--- config.mk ---
export PLATFORM = sky130hd
export DESIGN_NAME = tcmp_datapath
export DESIGN_NICKNAME = d
export VERILOG_FILES = /design/src/rtl/tcmp_pkg.sv /design/src/rtl/tcmp_lane_dec.sv /design/src/rtl/tcmp_compress.sv /design/src/rtl/tcmp_rd_sel.sv /design/src/rtl/tcmp_datapath.sv
export SDC_FILE = /design/constraint.sdc
export NUM_CORES = 1
export LEC_CHECK = 0
export BUFFER_PORTS_ARGS = -buffer_cell sky130_fd_sc_hd__buf_2
export CAP_MARGIN = 20
export CORE_AREA = 2 2 39 41
export DETAILED_ROUTE_END_ITERATION = 8
export DIE_AREA = 0 0 41 43
export PLACE_DENSITY = 0.62
export SYNTH_ARGS = -nofsm -noshare
export SYNTH_HDL_FRONTEND = slang
export SYNTH_SLANG_ARGS = --single-unit
--- constraint.sdc ---
create_clock -name clk -period 1 [get_ports clk]
set_input_delay 0.1 -clock clk [delete_from_list [all_inputs] [get_ports clk]]
set_output_delay 0.1 -clock clk [all_outputs]
set_load 0.05 [all_outputs]
--- src/rtl/tcmp_pkg.sv ---
package tcmp_pkg;
  localparam int unsigned TCMP_LANES = 8;

  typedef enum logic {
    MODE_NORMAL = 1'b0,
    MODE_TEST   = 1'b1
  } tcmp_mode_e;
endpackage

--- src/rtl/tcmp_lane_dec.sv ---
module tcmp_lane_dec
  import tcmp_pkg::*;
#(
  parameter int unsigned LANES = TCMP_LANES,
  localparam int unsigned SEL_W = $clog2(LANES)
) (
  input  logic             wr_req,
  input  tcmp_mode_e       mode,
  input  logic [SEL_W-1:0] sel,
  output logic [LANES-1:0] we
);
  // A lane is enabled when it is the selected one, or on any lane in test mode.
  function automatic logic lane_hit(input tcmp_mode_e m, input logic [SEL_W-1:0] s,
                                    input int unsigned idx);
    return (m == MODE_TEST) || (s == SEL_W'(idx));
  endfunction

  for (genvar g = 0; g < LANES; g++) begin : g_lane
    assign we[g] = wr_req & lane_hit(mode, sel, g);
  end
endmodule

--- src/rtl/tcmp_compress.sv ---
module tcmp_compress
  import tcmp_pkg::*;
#(
  parameter int unsigned LANES = TCMP_LANES
) (
  input  logic [LANES-1:0] word,
  output logic             all_same
);
  // Every lane is compared with lane 0; any mismatch clears the flag.
  logic [LANES-2:0] mismatch;

  for (genvar g = 1; g < LANES; g++) begin : g_cmp
    assign mismatch[g-1] = word[g] ^ word[0];
  end

  assign all_same = ~|mismatch;
endmodule

--- src/rtl/tcmp_rd_sel.sv ---
module tcmp_rd_sel
  import tcmp_pkg::*;
#(
  parameter int unsigned LANES = TCMP_LANES,
  localparam int unsigned SEL_W = $clog2(LANES)
) (
  input  logic [LANES-1:0] word,
  input  logic [SEL_W-1:0] sel,
  output logic             bit_out
);
  assign bit_out = word[sel];
endmodule

--- src/rtl/tcmp_datapath.sv ---
module tcmp_datapath
  import tcmp_pkg::*;
#(
  parameter int unsigned LANES = TCMP_LANES,
  localparam int unsigned SEL_W = $clog2(LANES)
) (
  input  logic             clk,
  input  logic             rst_n,
  input  logic             test_mode,
  input  logic [SEL_W-1:0] sector_addr,
  input  logic             wr_req,
  input  logic             rd_req,
  input  logic             din,
  output logic [LANES-1:0] arr_we,
  output logic [LANES-1:0] arr_wdata,
  input  logic [LANES-1:0] arr_rdata,
  output logic             dout
);
  tcmp_mode_e mode;
  logic       lane_bit;    // normal-mode selected bit
  logic       cmp_equal;   // test-mode compression flag
  logic       rd_next;     // value captured on a read strobe
  logic       dout_q;

  assign mode = tcmp_mode_e'(test_mode);

  tcmp_lane_dec #(.LANES(LANES)) u_lane_dec (
    .wr_req (wr_req),
    .mode   (mode),
    .sel    (sector_addr),
    .we     (arr_we)
  );

  assign arr_wdata = {LANES{din}};

  tcmp_rd_sel #(.LANES(LANES)) u_rd_sel (
    .word    (arr_rdata),
    .sel     (sector_addr),
    .bit_out (lane_bit)
  );

  tcmp_compress #(.LANES(LANES)) u_compress (
    .word     (arr_rdata),
    .all_same (cmp_equal)
  );

  assign rd_next = (mode == MODE_TEST) ? cmp_equal : lane_bit;

  always_ff @(posedge clk) begin
    if (!rst_n)      dout_q <= 1'b0;
    else if (rd_req) dout_q <= rd_next;
  end

  assign dout = dout_q;
endmodule

=== Word-level counts from Yosys, hierarchy flattened ===
Cells that the tools add are included.

* Magnitude comparators: 1
* Equality and inequality tests: 7
* Multiplexer cells: 3
* Bitwise operators: 15
* Reduce and logical (&&, ||, !) cells: 11

{| class="wikitable"
|+ Operator list
! cell !! count
|-
| $eq A3 B3 Y1 const B || 4
|-
| $and A1 B1 Y1 || 8
|-
| $logic_or A1 B1 Y1 || 8
|-
| $reduce_or A7 Y1 || 1
|-
| $xor A1 B1 Y1 || 7
|-
| $eq A3 B2 Y1 const B || 2
|-
| $lt A3 B4 Y1 const B || 1
|-
| $bmux W1 S3 || 1
|-
| $eq A3 B1 Y1 const B || 1
|-
| $logic_not A3 Y1 || 1
|-
| $mux W1 || 2
|-
| $logic_not A1 Y1 || 1
|}

* Register bits: 1
* Input bits: 17
* Output and inout port bits: 17
* Word-level logic and storage cells: 38

=== Longest topological paths before layout ===
Gate-level depths: netlist of the first run.

* Depth after elaboration: 4
* Depth in mapped cells: 5
* Mapped depth without buffers: 4

=== Cells and area by module ===
From an unflattened synthesis of the first run, not the netlist that was laid out.

* Cell total of the unflattened synthesis: 37
* Area, all modules: 286.5 um^2

{| class="wikitable"
|+ Modules (own cells, without submodules)
! module !! instances !! cells each !! area each (um^2) !! seq. area each (um^2)
|-
| tcmp_datapath || 1 || 12 || 100.1 || 20.0
|-
| tcmp_lane_dec || 1 || 16 || 85.1 || 0.0
|-
| tcmp_rd_sel || 1 || 3 || 63.8 || 0.0
|-
| tcmp_compress || 1 || 6 || 37.5 || 0.0
|}

=== Least setup slack after synthesis of the first run ===
Ideal clock, no wire load.

* Path type: input port to output port
* Start: in sector_addr[2]
* End: out arr_we[5]
* Data arrival time: 1.152 ns
* Data required time: 0.900 ns
* Setup slack: -0.252 ns
* Cell stages on the path: 3
* Buffers on the path: 1
* Cell sequence: clkbuf_1 a31oi_1 nor2b_1

* Longest elaborated chain between the ends: 3

{| class="wikitable"
|+ Ends and longest elaborated chain
! element !! RTL line !! source
|-
| start: declaration || tcmp_datapath.sv:10 || <nowiki>input logic [SEL_W-1:0] sector_addr,</nowiki>
|-
| $eq A3 B3 Y1 || tcmp_lane_dec.sv:15 || <nowiki>return (m == MODE_TEST) || (s == SEL_W'(idx));</nowiki>
|-
| $logic_or A1 B1 Y1 || tcmp_lane_dec.sv:15 ||
|-
| $and A1 B1 Y1 || tcmp_lane_dec.sv:19 || <nowiki>assign we[g] = wr_req & lane_hit(mode, sel, g);</nowiki>
|-
| end: declaration || tcmp_datapath.sv:14 || <nowiki>output logic [LANES-1:0] arr_we,</nowiki>
|}

No other way between the ends.

=== Worst setup path after layout of the first run ===
* Start: in sector_addr[0]
* End: reg dout_q, in the netlist dout

* Longest elaborated chain between the ends: 3

{| class="wikitable"
|+ Ends and longest elaborated chain
! element !! RTL line !! source
|-
| $bmux W1 S3 || tcmp_rd_sel.sv:11 || <nowiki>assign bit_out = word[sel];</nowiki>
|-
| $mux W1 (implied by the code) || tcmp_rd_sel.sv:11 ||
|-
| $mux W1 || tcmp_datapath.sv:47 || <nowiki>assign rd_next = (mode == MODE_TEST) ? cmp_equal : lane_bit;</nowiki>
|-
| end signal: assignment || tcmp_datapath.sv:51 || <nowiki>else if (rd_req) dout_q <= rd_next;</nowiki>
|-
| end: declaration || tcmp_datapath.sv:23 || <nowiki>logic dout_q;</nowiki>
|}

No other way between the ends. The select of a mux whose other input is x is not followed.
A chain may end at the register's enable or synchronous reset.

==> run_results.csv, run 1 <==
group,metric,value,unit
sta,max_slew_margin,86.46,%
global_route,grt_pass1_vias,356,
sta,finalCritPeriodShare,123.0,%
worst_setup_path,critPathRequiredTime,0.88,ns
sta,setup_viol,1,
synthesis,synthMuxAreaShare,17.06,%
flow_run,drv_cap,0,
sta,holdWs,0.2001,ns
sta,worst_pin_slew,0.1975,ns
sta,rsz0062_at_grt,"yes",
die,io_pins,34,
finish,final_nets,95,
drt,drtIter0Drc,2,
pwr,ir_drop,0.0002017,V
sta,fin_setup_tns,-0.2298,ns
finish,largest_reg_flops,1,
status,status,"finished, violations left",
synthesis,synthSimpleGateAreaFrac,34.47,%
sta,fin_ws,-0.2298,ns
cts,holdBufCountCts,0,
synthesis,yosysUniqueCellTypes,23,
worst_setup_path,critPathMaxFanout,2,
drt,routedWlPerCell,10.34,um
drt,drtAntennaViolNets,0,
pwr,power,0.0003650,W
worst_setup_path,critPathKind,"in -> reg",
min_path,min_from,"din",
worst_setup_path,crit_start,"sector_addr[0]",
sta,hold_viol,0,
cts,clock_latency,0,ns
drt,vias,444,
global_route,antenna_found_initial,0,
global_route,groute.usage.overall,10.11,%
die,core,1384,um^2
min_path,worstHoldEndpoint,"arr_wdata[4]",
global_route,grt_max_degree,13,
die,fp.dieW,41,um
placement,pre_cts_slack,-0.2768,ns
global_route,overflow,0,
finish,instances_no_fill,92,
synthesis,synth-compound-area-share,22.18,%
synthesis,synth_seq_cells,1,
drt,drc,0,
synthesis,syn_inst,52,
die,start_util,26.49,%
finish,register_area,20.02,um^2
global_route,grt_pass1_wl,1352,um
die,die_h,43,um
synthesis,synth_top_family_by_area,"simple AND/OR/NAND/NOR gates",
finish,n_fill_cell,154,
placement,portBuffers,24,
worst_setup_path,start_kind,"input port",
die,rows,14,
sta,fin_skew,0,ns
worst_setup_path,rr_startpoint,"dout",
placement,dp.cells,92,
sta,fmaxAchievable,813.2,MHz
pwr,p_leak,0.2834,nW
placement,hpwl,793.1,um
min_path,hp-class,"in -> out",
worst_setup_path,r2r-end,"dout",
die,dieArea,1763,um^2
worst_setup_path,end_kind,"flop",
worst_setup_path,worst-endpoint-arrival,1.11,ns
sta,drv_slew,0,
synthesis,synth_nets,69,
synthesis,synth_adder_area_share,0,%
finish,layout_common_cells,"buf_2 (12), buf_4 (12), buf_6 (9)",
drt,dr.pass1.iters,4,
min_path,worstHoldPathCells,0,
synthesis,synth.yosys.warnings,0,
synthesis,synth-xor-area-share,0,%
drt,wirelength,951,um
status,violations,"setup timing",
synthesis,avgSynthCellArea,7.050,um^2
pwr,pwr_density_cell,576.5,nW/um^2
finish,antennaDiodeCount,0,
finish,syn2layout_area_growth,72.70,%
synthesis,synth-seq-area-share,5.461,%
synthesis,netlist_area,366.6,um^2
sta,min_period,1.230,ns
cts,cts.clk_slew.worst_paths,0,ns
drt,viasPerCell,4.826,
worst_setup_path,r2r_slack,0.47,ns
worst_setup_path,r2r_cells,2,
finish,multi_input_area,315.3,um^2
finish,layout-drive-gt1-share,61.84,%
placement,routabilityCongestion,0.8046,
-- power breakdown --
part	total [W]	switching (W)	internal, W
registers	0.0000443	0.00000102	0.0000433
logic	0.000321	0.000174	0.000146
clock network	0	0	0
-- cell families after synthesis --
| family | Yosys count |
|---|---|
| simple gates | 22 |
| compound gates | 12 |
| buf+inv | 12 |
| mux | 5 |
| flops | 1 |
-- how the worst max path moves through the flow --
stage,to,slack (ns),cells past startpoint
2_1_floorplan,dout,-0.11,4
3_3_place_gp,dout,-0.25,5
3_5_place_dp,dout,-0.28,5
4_1_cts,dout,-0.24,5
5_1_grt,dout,-0.28,5
6_report,dout,-0.23,5
-- per-stage QoR --
stage,instance area [um^2],utilization (%)
after floorplan,381.6,-
after global placement,531.8,38.43
after detailed placement,531.8,38.43
after CTS,599.3,43.31
after global routing,633.1,45.75
final,633.1,45.75
-- Yosys cell counts, drive strengths merged --
cell type / count / area share, %
nand3: 2 / 2.7
dfxtp: 1 / 5.5
o21ai: 2 / 2.7
mux4: 1 / 6.1
nor3: 2 / 2.7
nor2b: 4 / 6.8
a22oi: 1 / 2.0
or3: 1 / 1.7
inv: 1 / 1.0
nand3b: 1 / 2.0
mux2i: 4 / 11
or4: 2 / 4.1
clkbuf: 2 / 2.0
buf: 9 / 18
nand2: 1 / 1.0
nand4: 3 / 5.1
o221ai: 1 / 2.4
nor2: 4 / 4.1
a21oi: 1 / 1.4
o21a: 5 / 10
nor3b: 2 / 4.1
a31oi: 2 / 3.4
-- critical path, cell delays in order --
cell and delay, ns:
buf_8 0.07, mux4_2 0.47, or3_1 0.33, o221ai_2 0.07
o21ai_1 0.07
-- cell type report --
cell class                 count  share of cell area (%)
tap                           16                   3.162
timing repair buffer          35                   43.28
multi-input combinational     39                   49.80
inverter                       1                  0.5929
sequential                     1                   3.162
-- timing repair --
item	in CTS	in global routing
setup endpoints to repair	8	5
gates resized for setup	16	8
buffers inserted	0	0
-- routing by layer --
layer / up-vias / routed length [um] / track usage [%]
li1: 235 / - / -
met4: 0 / 0 / 0.6667
met5: - / 0 / 0
met2: 20 / 460 / 17.81
met3: 0 / 103 / 0
met1: 189 / 388 / 13.69
Power figures use the tool's default switching activity.
==> run 2: changes to the inputs <==
--- a/config.mk
+++ b/config.mk
@@ -10,7 +10,7 @@
 export CORE_AREA = 2 2 39 41
 export DETAILED_ROUTE_END_ITERATION = 8
 export DIE_AREA = 0 0 41 43
-export PLACE_DENSITY = 0.62
+export PLACE_DENSITY = 0.6
 export SYNTH_ARGS = -nofsm -noshare
 export SYNTH_HDL_FRONTEND = slang
 export SYNTH_SLANG_ARGS = --single-unit
==> constraint.sdc (replaced) <==
create_clock -name clk -period 1.2 [get_ports clk]
set_input_delay 0.12 -clock clk [delete_from_list [all_inputs] [get_ports clk]]
set_output_delay 0.12 -clock clk [all_outputs]
set_load 0.05 [all_outputs]
==> run 2 against run 1 <==
Compared with the run above: the flow still finishes with violations (setup timing); first-iteration DRC count grew to 3.0 times the previous value; cell area down 16%; die area stayed put; sequential power down 17%; hold slack better by 0.040 ns; critical path depth stayed put; critical endpoint unchanged; largest cell class unchanged; critical path type unchanged; register-to-register slack better by 0.20 ns; via count down 1.8%; global-route usage decreased by 0.49 points.
==> run_results.csv, run 2 (synthesis results as in run 1) <==
group,metric,value,unit
finish,largest_reg_flops,1,
global_route,antenna_found_initial,0,
sta,min_period,1.249,ns
finish,layout_common_cells,"buf_2 (20), buf_4 (8), o21a_1 (5)",
finish,syn2layout_area_growth,45.39,%
worst_setup_path,r2r-end,"dout",
pwr,p_leak,0.2480,nW
sta,drv_slew,0,
finish,antennaDiodeCount,0,
worst_setup_path,endpoint,"dout",
placement,portBuffers,24,
worst_setup_path,r2r_cells,2,
sta,fmaxAchievable,800.9,MHz
worst_setup_path,rr_startpoint,"dout",
finish,n_fill_cell,153,
min_path,hp-class,"in -> out",
sta,setup_viol,1,
drt,routedWlPerCell,9.899,um
finish,layout-drive-gt1-share,50.68,%
worst_setup_path,crit_start,"sector_addr[0]",
sta,fin_skew,0,ns
finish,instances_no_fill,89,
finish,final_nets,92,
sta,hold_viol,0,
placement,dp.cells,89,
worst_setup_path,end_kind,"flop",
placement,pre_cts_slack,-0.09592,ns
cts,postCtsSetupBuffers,0,
status,status,"finished, violations left",
cts,cts.clk_slew.worst_paths,0,ns
flow_run,drv_cap,0,
drt,drtAntennaViolNets,0,
global_route,groute.usage.overall,9.619,%
worst_setup_path,start_kind,"input port",
cts,holdBufCountCts,0,
pwr,ir_drop,0.0002105,V
die,rows,14,
sta,rsz0062_at_grt,"yes",
cts,clock_latency,0,ns
die,io_pins,34,
pwr,pwr_density_cell,498.5,nW/um^2
die,fp.dieW,41,um
worst_setup_path,critPathKind,"in -> reg",
drt,drtIter0Drc,6,
sta,worst_pin_slew,0.2496,ns
status,violations,"setup timing",
placement,dpl_cell_area,501.7,um^2
global_route,overflow,0,
drt,drc,0,
die,start_util,26.49,%
sta,fin_ws,-0.04860,ns
sta,holdWs,0.2403,ns
global_route,grt_pass1_vias,333,
global_route,grt_pass1_wl,1297,um
drt,vias,436,
drt,wirelength,881,um
die,die_h,43,um
worst_setup_path,critPathRequiredTime,1.08,ns
worst_setup_path,r2r_slack,0.67,ns
die,dieArea,1763,um^2
sta,fin_setup_tns,-0.04860,ns
worst_setup_path,critPathMaxFanout,2,
global_route,grt_max_degree,13,
die,core,1384,um^2
drt,dr.pass1.iters,4,
sta,max_slew_margin,83.48,%
drt,viasPerCell,4.899,
finish,final_common_cell,"buf_2",
sta,finalCritPeriodShare,104.1,%
worst_setup_path,worst-endpoint-arrival,1.13,ns
finish,finalInstanceArea,533.0,um^2
cts,cts_resized,5,
placement,routabilityCongestion,0.7341,
==> run 2: changes by cell type in the layout (fill, tap and decap cells not counted), moves of 2 or more <==
| cell | delta |
|---|---|
| o21a_1 | +2 |
| o21a_2 | -2 |
| nor3_1 | +2 |
| buf_4 | -4 |
| nor3_2 | -2 |
| buf_6 | -5 |
| buf_2 | +8 |
==> run 2: through the flow <==
stage	power, W	util [%]
floorplan	0.0002461	-
global placement	0.0002543	36.26
detailed placement	0.0002555	36.26
CTS	0.0002662	38.52
global route	0.0002821	38.52
finish	0.0002657	38.52
==> run 2: area by class of cell <==
type                       count  area [um^2]  share of cell area, %
multi-input combinational     39        284.0                  53.29
inverter                       1        3.754                 0.7042
timing repair buffer          32        205.2                  38.50
tap                           16        20.02                  3.756
sequential                     1        20.02                  3.756
==> run 2: worst min path at each step <==
stage	start	end	slack [ns]	depth (start not counted)
2_1_floorplan	rst_n	dout	0.27	2
3_3_place_gp	din	arr_wdata[5]	0.24	0
3_5_place_dp	din	arr_wdata[5]	0.24	0
4_1_cts	din	arr_wdata[5]	0.24	0
5_1_grt	din	arr_wdata[5]	0.24	0
6_report	din	arr_wdata[5]	0.24	0
==> run 2: per-layer routing <==
| layer | GRT usage (%) | up-vias | routed length [um] | part of all wire, % |
|---|---|---|---|---|
| met5 | 0 | - | 0 | 0 |
| met4 | 0 | 0 | 0 | 0 |
| met3 | 0.5236 | 0 | 59 | 6.7 |
| met2 | 15.63 | 14 | 408 | 46 |
| met1 | 14.38 | 191 | 413 | 47 |
| li1 | - | 231 | - | - |
==> run 2: where the power goes <==
group	switching, W	internal (W)	total [W]
Clock	0	0	0
Sequential	0.000000850	0.0000361	0.0000369
Combinational	0.000136	0.0000931	0.000229
==> run 2: worst max-delay path: stages <==
cell      delay [ns]
buf_6           0.07
mux4_2          0.47
or3_1           0.33
o221ai_2        0.07
o21ai_1         0.07
==> run 3: changes to the inputs <==
--- a/config.mk
+++ b/config.mk
@@ -10,7 +10,7 @@
 export CORE_AREA = 2 2 39 41
 export DETAILED_ROUTE_END_ITERATION = 8
 export DIE_AREA = 0 0 41 43
-export PLACE_DENSITY = 0.6
+export PLACE_DENSITY = 0.74
 export SYNTH_ARGS = -nofsm -noshare
 export SYNTH_HDL_FRONTEND = slang
 export SYNTH_SLANG_ARGS = --single-unit
==> run 3 against run 2 <==
Compared with the run above: combinational power fell by 2%; critical path depth did not move; largest power group unchanged; die area did not move; the flow still finishes with violations (setup timing); core utilization fell by 1.3 points; first-iteration DRC count fell by 17%; critical endpoint unchanged; global-route usage rose by 1.5 points; sequential share of layout area rose by 0.13 points.
==> run_results.csv, run 3 (synthesis results as in run 1) <==
group,metric,value,unit
worst_setup_path,end_kind,"flop",
sta,hold_viol,0,
worst_setup_path,crit_start,"sector_addr[0]",
sta,worst_pin_slew,0.2064,ns
sta,fin_skew,0,ns
cts,clock_latency,0,ns
finish,layout-drive-gt1-share,47.89,%
finish,final_common_cell,"buf_2",
cts,holdBufCountCts,0,
global_route,groute.usage.overall,11.13,%
die,fp.dieW,41,um
drt,routedWlPerCell,10.79,um
finish,n_fill_cell,154,
global_route,antenna_found_initial,0,
status,status,"finished, violations left",
sta,setup_viol,1,
global_route,grt_busiest_layer,"met2",
global_route,grtUsageMet3,1.047,%
die,io_pins,34,
min_path,hp-class,"in -> out",
cts,cts.clk_slew.worst_paths,0,ns
finish,antennaDiodeCount,0,
worst_setup_path,critPathKind,"in -> reg",
sta,drv_slew,0,
placement,routabilityCongestion,0.8407,
finish,layout_common_cells,"buf_2 (20), buf_4 (6), o21a_1 (5)",
finish,finalInstanceArea,515.5,um^2
die,die_h,43,um
cts,postCtsSetupBuffers,0,
drt,drtIter0Drc,5,
worst_setup_path,worst-endpoint-arrival,1.12,ns
status,violations,"setup timing",
flow_run,drv_cap,0,
sta,finalCritPeriodShare,102.8,%
pwr,p_leak,0.2390,nW
pwr,power,0.0002607,W
drt,viasPerCell,5.000,
placement,dp.cells,87,
placement,dpl_cell_area,486.7,um^2
pwr,pwr_density_cell,505.7,nW/um^2
finish,utilization,37.25,%
global_route,met1_usage,15.71,%
worst_setup_path,critPathRequiredTime,1.08,ns
die,start_util,26.49,%
drt,dr.pass1.iters,4,
worst_setup_path,critPathMaxFanout,2,
global_route,overflow,0,
sta,fmaxAchievable,810.3,MHz
worst_setup_path,rr_startpoint,"dout",
drt,wirelength,939,um
drt,drtAntennaViolNets,0,
finish,largest_reg_flops,1,
global_route,use_met2,18.13,%
min_path,min_from,"din",
global_route,grt_max_degree,13,
finish,instances_no_fill,87,
placement,pre_cts_slack,-0.07453,ns
drt,drc,0,
placement,portBuffers,24,
finish,syn2layout_area_growth,40.61,%
die,rows,14,
sta,max_slew_margin,85.85,%
die,dieArea,1763,um^2
global_route,grt_pass1_wl,1504,um
worst_setup_path,start_kind,"input port",
finish,final_nets,90,
global_route,grt_pass1_vias,388,
die,core,1384,um^2
sta,rsz0062_at_grt,"yes",
pwr,ir_drop,0.0001675,V
sta,min_period,1.234,ns
drt,vias,435,
sta,fin_ws,-0.03413,ns
## run 3: critical path, cell delays in order
cell and delay [ns]:
buf_8 0.07, mux4_2 0.47, or3_1 0.31, o221ai_1 0.07, o21ai_1 0.07
## run 3: worst paths after layout
check / end / cells past startpoint / slack [ns]
worst max-delay path: dout / 5 / -0.03
worst max register to register: dout / 2 / 0.66
worst min-delay path: arr_wdata[6] / 0 / 0.24
worst min register to register: dout / 2 / 0.48
## run 3: where the power goes
group	internal (W)	switching, W	total, W
Sequential	0.0000361	0.000000965	0.0000370
Combinational	0.0000892	0.000134	0.000224
Clock	0	0	0
Total	0.000125	0.000135	0.000261
## run 3: layout make-up
| type | count | area, um^2 | area share, % |
|---|---|---|---|
| Multi-Input combinational cell | 39 | 277.8 | 53.88 |
| Inverter | 1 | 3.754 | 0.7282 |
| Tap cell | 16 | 20.02 | 3.883 |
| Timing Repair Buffer | 30 | 193.9 | 37.62 |
| Sequential cell | 1 | 20.02 | 3.883 |
## run 3: routing by layer
layer / vias to the layer above / wire (um)
li1: 229 / -
met1: 187 / 391
met2: 19 / 471
met3: 0 / 76
met4: 0 / 0
met5: - / 0
## run 3: what timing repair did
| action | 4_1_cts | 5_1_grt |
|---|---|---|
| gates resized for setup | 4 | 1 |
| endpoints found under the setup margin | 1 | 1 |
| endpoints found under the hold margin | 0 | 0 |
## run 3: through the flow
stage | TNS [ns] | hold WS [ns]
final | -0.03413 | 0.2406
after global routing | -0.08928 | 0.2413
after CTS | -0.03784 | 0.2416
after detailed placement | -0.07453 | 0.2416
after global placement | -0.06458 | 0.2416
after floorplan | 0 | 0.2664
